### src/rtl/gpio_port_pkg.sv
package gpio_port_pkg;

    // Bus register select encoding (decoded by the bus master side too)
    typedef enum logic [1:0] {
        SEL_DATA = 2'd0,
        SEL_DIR  = 2'd1,
        SEL_PULL = 2'd2,
        SEL_NONE = 2'd3
    } reg_sel_e;

    // Power handling of the pads
    typedef enum logic [1:0] {
        ST_RUN        = 2'd0,
        ST_STOP_HOLD  = 2'd1,
        ST_STOP_FLOAT = 2'd2
    } pwr_state_e;

endpackage

### src/rtl/gpio_port_regs.sv
module gpio_port_regs
    import gpio_port_pkg::*;
#(
    parameter int WIDTH = 8
) (
    input  logic             clk,
    input  logic             rst_n,
    input  logic             wr_en,
    input  logic [1:0]       sel,
    input  logic [WIDTH-1:0] wdata,
    output logic [WIDTH-1:0] latch_q,
    output logic [WIDTH-1:0] dir_q,
    output logic [WIDTH-1:0] pull_q
);

    reg_sel_e sel_e;
    assign sel_e = reg_sel_e'(sel);

    always_ff @(posedge clk or negedge rst_n) begin
        if (!rst_n) begin
            latch_q <= '0;
            dir_q   <= '0;
            pull_q  <= '0;
        end else if (wr_en) begin
            unique case (sel_e)
                SEL_DATA: latch_q <= wdata;
                SEL_DIR:  dir_q   <= wdata;
                SEL_PULL: pull_q  <= wdata;
                SEL_NONE: ;
            endcase
        end
    end

endmodule

### src/rtl/gpio_port_sync.sv
module gpio_port_sync #(
    parameter int WIDTH  = 8,
    parameter int STAGES = 2
) (
    input  logic             clk,
    input  logic             rst_n,
    input  logic [WIDTH-1:0] din,
    output logic [WIDTH-1:0] dout
);

    logic [WIDTH-1:0] stage_q [STAGES];

    for (genvar s = 0; s < STAGES; s++) begin : g_stage
        if (s == 0) begin : g_first
            always_ff @(posedge clk or negedge rst_n) begin
                if (!rst_n) stage_q[s] <= '0;
                else        stage_q[s] <= din;
            end
        end else begin : g_next
            always_ff @(posedge clk or negedge rst_n) begin
                if (!rst_n) stage_q[s] <= '0;
                else        stage_q[s] <= stage_q[s-1];
            end
        end
    end

    assign dout = stage_q[STAGES-1];

endmodule

### src/rtl/gpio_port_pwr_fsm.sv
module gpio_port_pwr_fsm
    import gpio_port_pkg::*;
(
    input  logic       clk,
    input  logic       rst_n,
    input  logic       stop_mode,
    input  logic       standby_hiz,
    output logic       float_pads,
    output pwr_state_e state_o
);

    pwr_state_e state_q, state_d;

    // State register
    always_ff @(posedge clk or negedge rst_n) begin
        if (!rst_n) state_q <= ST_RUN;
        else        state_q <= state_d;
    end

    // Transitions: same rules from every state
    always_comb begin
        if (!stop_mode)      state_d = ST_RUN;
        else if (standby_hiz) state_d = ST_STOP_FLOAT;
        else                 state_d = ST_STOP_HOLD;
    end

    // Outputs
    always_comb begin
        float_pads = 1'b0;
        unique case (state_q)
            ST_RUN:        float_pads = 1'b0;
            ST_STOP_HOLD:  float_pads = 1'b0;
            ST_STOP_FLOAT: float_pads = 1'b1;
            default:       float_pads = 1'b0;
        endcase
    end

    assign state_o = state_q;

endmodule

### src/rtl/gpio_port_padctl.sv
module gpio_port_padctl #(
    parameter int WIDTH      = 8,
    parameter int AN_PINS    = 4,
    parameter int CHSEL_W    = 3,
    parameter int AN_CH_BASE = 4
) (
    input  logic [WIDTH-1:0]   latch_q,
    input  logic [WIDTH-1:0]   dir_q,
    input  logic [WIDTH-1:0]   pull_q,
    input  logic [WIDTH-1:0]   pin_sync,
    input  logic               adc_en,
    input  logic [CHSEL_W-1:0] adc_chsel,
    input  logic [WIDTH-1:0]   irq_en,
    input  logic               float_pads,
    output logic [WIDTH-1:0]   pad_oe,
    output logic [WIDTH-1:0]   pad_out,
    output logic [WIDTH-1:0]   pad_pu,
    output logic [WIDTH-1:0]   an_route,
    output logic [WIDTH-1:0]   din_gated,
    output logic [WIDTH-1:0]   irq_lvl
);

    for (genvar p = 0; p < WIDTH; p++) begin : g_pin
        logic claimed;
        if (p < AN_PINS) begin : g_an
            assign claimed = adc_en && (adc_chsel == CHSEL_W'(AN_CH_BASE + p));
        end else begin : g_dig
            assign claimed = 1'b0;
        end
        assign an_route[p]  = claimed;
        assign pad_out[p]   = latch_q[p];
        assign pad_oe[p]    = dir_q[p] && !claimed && !float_pads;
        assign pad_pu[p]    = pull_q[p] && !dir_q[p] && !claimed && !float_pads;
        assign din_gated[p] = pin_sync[p] && !claimed;
        assign irq_lvl[p]   = din_gated[p] && irq_en[p];
    end

endmodule

### src/rtl/gpio_port_ctrl.sv
module gpio_port_ctrl
    import gpio_port_pkg::*;
#(
    parameter int WIDTH       = 8,
    parameter int AN_PINS     = 4,
    parameter int CHSEL_W     = 3,
    parameter int AN_CH_BASE  = 4,
    parameter int SYNC_STAGES = 2
) (
    input  logic               clk,
    input  logic               rst_n,
    input  logic [1:0]         reg_sel,
    input  logic               reg_wr,
    input  logic               reg_rd,
    input  logic               reg_rmw,
    input  logic [WIDTH-1:0]   reg_wdata,
    output logic [WIDTH-1:0]   reg_rdata,
    input  logic [WIDTH-1:0]   pin_in,
    output logic [WIDTH-1:0]   pad_oe,
    output logic [WIDTH-1:0]   pad_out,
    output logic [WIDTH-1:0]   pad_pu,
    input  logic               adc_en,
    input  logic [CHSEL_W-1:0] adc_chsel,
    output logic [WIDTH-1:0]   an_route,
    input  logic [WIDTH-1:0]   irq_en,
    output logic [WIDTH-1:0]   irq_lvl,
    input  logic               stop_mode,
    input  logic               standby_hiz
);

    logic [WIDTH-1:0] latch_q, dir_q, pull_q, pin_sync, din_gated;
    logic             float_pads;
    pwr_state_e       pwr_state;

    gpio_port_regs #(.WIDTH(WIDTH)) u_regs (
        .clk(clk), .rst_n(rst_n), .wr_en(reg_wr), .sel(reg_sel),
        .wdata(reg_wdata), .latch_q(latch_q), .dir_q(dir_q), .pull_q(pull_q)
    );

    gpio_port_sync #(.WIDTH(WIDTH), .STAGES(SYNC_STAGES)) u_sync (
        .clk(clk), .rst_n(rst_n), .din(pin_in), .dout(pin_sync)
    );

    gpio_port_pwr_fsm u_pwr (
        .clk(clk), .rst_n(rst_n), .stop_mode(stop_mode),
        .standby_hiz(standby_hiz), .float_pads(float_pads), .state_o(pwr_state)
    );

    gpio_port_padctl #(
        .WIDTH(WIDTH), .AN_PINS(AN_PINS), .CHSEL_W(CHSEL_W), .AN_CH_BASE(AN_CH_BASE)
    ) u_pad (
        .latch_q(latch_q), .dir_q(dir_q), .pull_q(pull_q), .pin_sync(pin_sync),
        .adc_en(adc_en), .adc_chsel(adc_chsel), .irq_en(irq_en),
        .float_pads(float_pads), .pad_oe(pad_oe), .pad_out(pad_out),
        .pad_pu(pad_pu), .an_route(an_route), .din_gated(din_gated),
        .irq_lvl(irq_lvl)
    );

    // Bus read mux: pin level normally, latch during read-modify-write
    always_comb begin
        reg_rdata = '0;
        if (reg_rd) begin
            unique case (reg_sel_e'(reg_sel))
                SEL_DATA: reg_rdata = reg_rmw ? latch_q : din_gated;
                SEL_DIR:  reg_rdata = dir_q;
                SEL_PULL: reg_rdata = pull_q;
                SEL_NONE: reg_rdata = '0;
            endcase
        end
    end

endmodule

### config.mk
export PLATFORM = sky130hd
export DESIGN_NAME = gpio_port_ctrl
export DESIGN_NICKNAME = d
export VERILOG_FILES = /design/src/rtl/gpio_port_pkg.sv /design/src/rtl/gpio_port_regs.sv /design/src/rtl/gpio_port_sync.sv /design/src/rtl/gpio_port_pwr_fsm.sv /design/src/rtl/gpio_port_padctl.sv /design/src/rtl/gpio_port_ctrl.sv
export SDC_FILE = /design/constraint.sdc
export NUM_CORES = 1
export LEC_CHECK = 0
export ABC_AREA = 1
export BUFFER_PORTS_ARGS = -buffer_cell sky130_fd_sc_hd__buf_2
export CORE_AREA = 2 2 66 68
export CTS_BUF_LIST = sky130_fd_sc_hd__clkbuf_8
export DETAILED_ROUTE_END_ITERATION = 10
export DIE_AREA = 0 0 68 70
export MAX_ROUTING_LAYER = met4
export PLACE_DENSITY = 0.9
export RECOVER_POWER = 100
export SLEW_MARGIN = 20
export SYNTH_ARGS = -nofsm -noshare
export SYNTH_HDL_FRONTEND = slang
export SYNTH_SLANG_ARGS = --single-unit
### constraint.sdc
create_clock -name clk -period 3.4 [get_ports clk]
set_input_delay 1.02 -clock clk [delete_from_list [all_inputs] [get_ports clk]]
set_output_delay 1.02 -clock clk [all_outputs]
set_load 0.005 [all_outputs]
==> flow_metrics.tcl, run 1 <==
set metrics [dict create \
    via_per_inst 4.83 \
    hold_viol_final 0 \
    synth_area_leaders "dfrtp_1, nand2_1, inv_1" \
    start_kind "input pin" \
    r2r-end "u_regs.pull_q[6]$_DFFE_PN0P_" \
    start_util_pct 50.3 \
    core_area_um2 4140 \
    cts.htree.levels 2 \
    cts_buffers 5 \
    placed_cells 380 \
    critPathCapture "reg_rdata[6]" \
    post-cts-setup-buffers 0 \
    worst-setup-path-type "input pin to output pin" \
    cts_root_buffer "clkbuf_8" \
    synthCells 257 \
    final-setup-viol-count 0 \
    num_io_pins 85 \
    numPortBuffers 80 \
    cts_hold_buffers 0 \
    wire_per_inst_um 12.6 \
    hp-class "flip-flop to flip-flop" \
    grt_antenna_before_repair 0 \
    power.density_nw_per_um2 465 \
    dp_hpwl_um 3680 \
    violations "max-capacitance violations, max-slew violations" \
    slew_headroom_pct -45.8 \
    drv_cap 1 \
    fin_cells 386 \
    cp.required_ns 2.38 \
    wl_um 4880 \
    async_flop_share_pct 100 \
    fin_ws_ns 0.343 \
    synth_ff_type "dfrtp_1" \
    yosysTopAreaCell "dfrtp_1" \
    rr_startpoint "u_regs.pull_q[6]$_DFFE_PN0P_" \
    yosysSeqAreaShare_pct 50.4 \
    design_area_um2 2460 \
    nFillCells 394 \
    ant_nets 0 \
    drc 0 \
    dpl_worst_slack_ns 0.443 \
    slew_violations 43 \
    cts_buffer_depth 2 \
    cts_tree "built" \
    peakVddDrop_uv 239 \
    r2r_cells 2 \
    clock-skew-final_ns 0.00145 \
    grt_usage_pct 23.4 \
    status "finished with violations" \
    antenna_cells 0 \
    die_w_um 68 \
    avgSynthCellArea_um2 8.11 \
    num_vias 1865 \
    drtPass1Iterations 4 \
    drive_gt1_share_pct 20.4 \
    die_h_um 70 \
    tightest_slew_ns 2.19 \
    max_freq_ghz 0.327 \
    cp_max_fo 7 \
    drt_iter0_drc 108 \
    grt_pass1_vias 1830 \
    period_share_pct 89.9 \
    clk_latency_ns 0.29 \
    yosysWarnings 0 \
    syn_area_um2 2080 \
    globalplace.congestion 0.818 \
    yosysMostFrequentCell "nand2_1" \
    cts_resized 0 \
    grt_pass1_wl_um 8160 \
    clk_pin_slew_ns 0.07 \
    place_area_um2 2470 \
    area_delta_synth_final_pct 18.2 \
    core.rowCount 24 \
    ys_seq_elements 42 \
    period_needed_ns 3.06 \
    synth-edff-count 0 \
    cp-end-kind "output pin" \
    cts.sinks 42 \
    synth.distinct_cells 23 \
    r2r_slack_ns 2.66 \
    nets 372 \
    synth_top_area_share_pct 50.4 \
    leakagePower_uw 0.00140 \
    rsz0062_at_grt "no" \
    setup_tns_ns 0 \
    synth_common_cells "nand2_1, inv_1, dfrtp_1, nor2_1, o21ai_2" \
    cp.arrival_ns 2.04 \
    cp-startpoint "reg_sel[1]" \
    dieArea_um2 4760 \
    grt_max_degree 43 \
    grt-ovfl-total 0 \
]
-- cells in the final DEF (no fill, tap or decap), drive strengths merged --
| cell | instances |
|---|---|
| nand2 | 70 |
| inv | 48 |
| buf | 46 |
| dfrtp | 42 |
| clkbuf | 41 |
| o21ai | 28 |
| nor2 | 27 |
| a21oi | 8 |
| nand3 | 8 |
| o211ai | 4 |
| and3 | 4 |
| nor3 | 4 |
| conb | 4 |
-- where the power goes --
| group | internal [uW] | switching [uW] |
|---|---|---|
| sequential | 556 | 38.8 |
| combinational | 96.8 | 141 |
| clock | 156 | 156 |
| total | 809 | 336 |
-- metrics by stage --
stage,utilization (%),total power (uW),hold slack (ns)
after floorplan,-,748,0.331
after global placement,59.7,853,0.333
final,59.5,1140,0.351
after CTS,61.7,1180,0.351
after detailed placement,59.7,865,0.335
after global routing,59.5,1220,0.361
-- layer usage --
metal	wire (um)	GRT usage (%)	vias to the layer above
met1	2060	27.4	870
met4	121	10.9	0
met5	0	-	-
met2	2450	38.3	55
li1	-	-	928
met3	255	4.35	12
-- logic make-up (layout without fill, tap and decap cells) --
group / after synthesis / count (layout) / synth area share, %
AOI/OAI and AO/OA: 40 / 40 / 13.0
other: 1 / 4 / 0.180
buffers and inverters: 61 / 135 / 13.2
and+or+nand+nor: 113 / 113 / 23.2
DFF: 42 / 42 / 50.4
-- worst max-delay path: stages --
cell      delay [ns]
clkbuf_1        0.27
inv_2           0.13
nor2_4          0.17
nand2_1         0.09
nand2_1         0.07
inv_1           0.04
a21oi_1         0.12
clkbuf_1        0.13
-- worst min-delay path by stage --
stage	startpoint	endpoint	slack [ns]	cells after the start
final	u_sync.stage_q[10]$_DFF_PN0_	u_sync.dout[2]$_DFF_PN0_	0.35	0
after global routing	u_sync.stage_q[10]$_DFF_PN0_	u_sync.dout[2]$_DFF_PN0_	0.36	0
after CTS	u_sync.stage_q[10]$_DFF_PN0_	u_sync.dout[2]$_DFF_PN0_	0.35	0
after detailed placement	u_sync.stage_q[10]$_DFF_PN0_	u_sync.dout[2]$_DFF_PN0_	0.33	0
after global placement	u_sync.stage_q[14]$_DFF_PN0_	u_sync.dout[6]$_DFF_PN0_	0.33	0
after floorplan	u_sync.stage_q[8]$_DFF_PN0_	u_sync.dout[0]$_DFF_PN0_	0.33	0
-- final cells by class --
cell class,count,area (um2),share of cell area [%]
Timing Repair Buffer,81,367,14.9
Sequential cell,42,1050,42.7
Inverter,48,180,7.31
Multi-Input combinational cell,157,718,29.2
Tap cell,52,65.1,2.64
Clock buffer,6,82.6,3.35
-- sequential cells by signal (all words and copies together) (netlist names) --
signal / flops
u_regs.pull_q: 8
u_sync.stage_q: 8
u_sync.dout: 8
u_regs.dir_q: 8
u_pwr.state_o: 2
u_regs.latch_q: 8
No activity file was read; power rests on OpenSTA's default activity.
==> run 2, diff against run 1 <==
--- a/config.mk
+++ b/config.mk
@@ -7,10 +7,13 @@
 export LEC_CHECK = 0
 export ABC_AREA = 1
 export BUFFER_PORTS_ARGS = -buffer_cell sky130_fd_sc_hd__buf_2
-export CORE_AREA = 2 2 66 68
+export CELL_PAD_IN_SITES_DETAIL_PLACEMENT = 1
+export CELL_PAD_IN_SITES_GLOBAL_PLACEMENT = 1
+export CORE_AREA = 2 2 78 80
 export CTS_BUF_LIST = sky130_fd_sc_hd__clkbuf_8
 export DETAILED_ROUTE_END_ITERATION = 10
-export DIE_AREA = 0 0 68 70
+export DIE_AREA = 0 0 80 82
+export GPL_TIMING_DRIVEN = 0
 export MAX_ROUTING_LAYER = met4
 export PLACE_DENSITY = 0.9
 export RECOVER_POWER = 100
==> run 2 against run 1 <==
Effect of this change:
- critical path type unchanged
- highest routed layer unchanged
- largest power group unchanged
- fmax is 1.2% lower
- the run still ends with max-capacitance violations, max-slew violations left
- core utilization is 15 points lower
- clock power is 3% lower
- clock-buffer cell count is 1 lower
- critical path depth is 3 lower
==> flow_metrics.tcl, run 2 (same netlist as run 1, synthesis figures left out) <==
set metrics [dict create \
    status "finished with violations" \
    violations "max-capacitance violations, max-slew violations" \
    hp-start "u_sync.stage_q[11]$_DFF_PN0_" \
    core.rowCount 28 \
    grt-ovfl-total 0 \
    crit_path_frequent_cell "clkbuf_1" \
    num_io_pins 85 \
    die_w_um 80 \
    slew_violations 43 \
    period_needed_ns 3.10 \
    cp-end-kind "output pin" \
    p_comb_share_pct 22.1 \
    power.share.clock_pct 26.2 \
    crit_buf_inv 3 \
    min_path_cells 0 \
    r2r_slack_ns 2.64 \
    power_switching_uw 362 \
    cts_buffer_depth 2 \
    slew_headroom_pct -51.5 \
    wl_um 6190 \
    seq_area_um2 1050 \
    core_area_um2 5750 \
    hold_viol_final 0 \
    crit_family "buffers and inverters" \
    nFillCells 764 \
    clk_pin_slew_ns 0.08 \
    setup_tns_ns 0 \
    rsz0062_at_grt "no" \
    drc 0 \
    cts_resized 0 \
    globalplace.congestion 0.802 \
    seqPwrFrac_pct 51.7 \
    cts.sinks 42 \
    period_share_pct 91.0 \
    cp.required_ns 2.38 \
    ant_nets 0 \
    tightest_slew_ns 2.27 \
    clock-skew-final_ns 0.00139 \
    p_int_uw 796 \
    drt_iter0_drc 92 \
    cts_hold_buffers 0 \
    final-setup-viol-count 0 \
    grt_usage_pct 20.6 \
    slowest_stage "clkbuf_1" \
    worst-setup-path-type "input pin to output pin" \
    leakagePower_uw 0.00145 \
    cpPeakStageDelay_ns 0.36 \
    start_util_pct 36.3 \
    swShare_pct 31.3 \
    nets 384 \
    rr_startpoint "u_regs.pull_q[7]$_DFFE_PN0P_" \
    layout_commonest_cell "nand2_1" \
    cts_root_buffer "clkbuf_8" \
    numPortBuffers 80 \
    start_kind "input pin" \
    drv_cap 1 \
    final_cell_mix "nand2_1, inv_1, buf_2" \
    post-cts-setup-buffers 0 \
    grt_antenna_before_repair 0 \
    drive_gt1_share_pct 22.5 \
    via_per_inst 4.62 \
    drtPass1Iterations 4 \
    dieArea_um2 6560 \
    r2r-end "u_regs.pull_q[7]$_DFFE_PN0P_" \
    cts.htree.levels 2 \
    grt_pass1_wl_um 9770 \
    max_freq_ghz 0.323 \
    cp.arrival_ns 2.08 \
    fin_ws_ns 0.305 \
    r2r_cells 2 \
    cts_tree "built" \
    wire_per_inst_um 14.7 \
    cts_buffers 5 \
    dpl_worst_slack_ns 0.355 \
    num_vias 1948 \
    path_cells "clkbuf_1 > clkbuf_1 > o211ai_1 > a21oi_1 > clkbuf_1" \
    hp-class "flip-flop to flip-flop" \
    peakVddDrop_uv 251 \
    grt_max_degree 43 \
    grt_pass1_vias 1985 \
    cp-startpoint "reg_rmw" \
    min_to "u_sync.dout[3]$_DFF_PN0_" \
    area_delta_synth_final_pct 23.5 \
    clk_latency_ns 0.29 \
    antenna_cells 0 \
    die_h_um 82 \
    dp_hpwl_um 4980 \
    multi_input_area_um2 731 \
    cp_max_fo 10 \
    design_area_um2 2570 \
    power.density_nw_per_um2 450 \
    place_area_um2 2590 \
    hold_ws_ns 0.353 \
]
-- run 2: area by class of cell --
type | count | share of cell area, %
sequential | 42 | 40.8
multi-input combinational | 157 | 28.4
timing repair buffer | 80 | 14.0
inverter | 48 | 7.00
tap | 75 | 3.64
buffer | 13 | 3.06
clock buffer | 5 | 2.67
clock inverter | 2 | 0.389
-- run 2: power groups by stage --
stage | clock network (uW) | registers [uW] | logic (uW)
2_1_floorplan | 0 | 597 | 151
3_3_place_gp | 0 | 603 | 264
3_5_place_dp | 0 | 608 | 281
4_1_cts | 313 | 598 | 283
5_1_grt | 330 | 606 | 294
6_report | 303 | 599 | 256
-- run 2: worst max path at each step --
stage / depth (start not counted) / endpoint / slack, ns
floorplan: 5 / reg_rdata[3] / 0.79
global placement: 5 / reg_rdata[4] / 0.38
detailed placement: 6 / reg_rdata[0] / 0.35
CTS: 8 / reg_rdata[7] / 0.35
global route: 8 / reg_rdata[7] / 0.21
finish: 5 / reg_rdata[7] / 0.30
-- run 2: routing by layer --
layer	global-route usage, %	routed length [um]	part of all wire, %	up-vias
met2	37.2	3360	54	42
met5	-	0	0	-
met1	22.9	2480	40	945
met4	8.14	114	1.8	0
met3	3.41	229	3.7	8
li1	-	-	-	953
-- run 2: per-stage QoR --
step | utilization (%) | total power, uW | std cells
after global placement | 45.1 | 868 | 415
after global routing | 44.8 | 1230 | 422
after detailed placement | 45.1 | 888 | 415
after CTS | 46.5 | 1190 | 422
after floorplan | - | 748 | 260
final | 44.8 | 1160 | 422
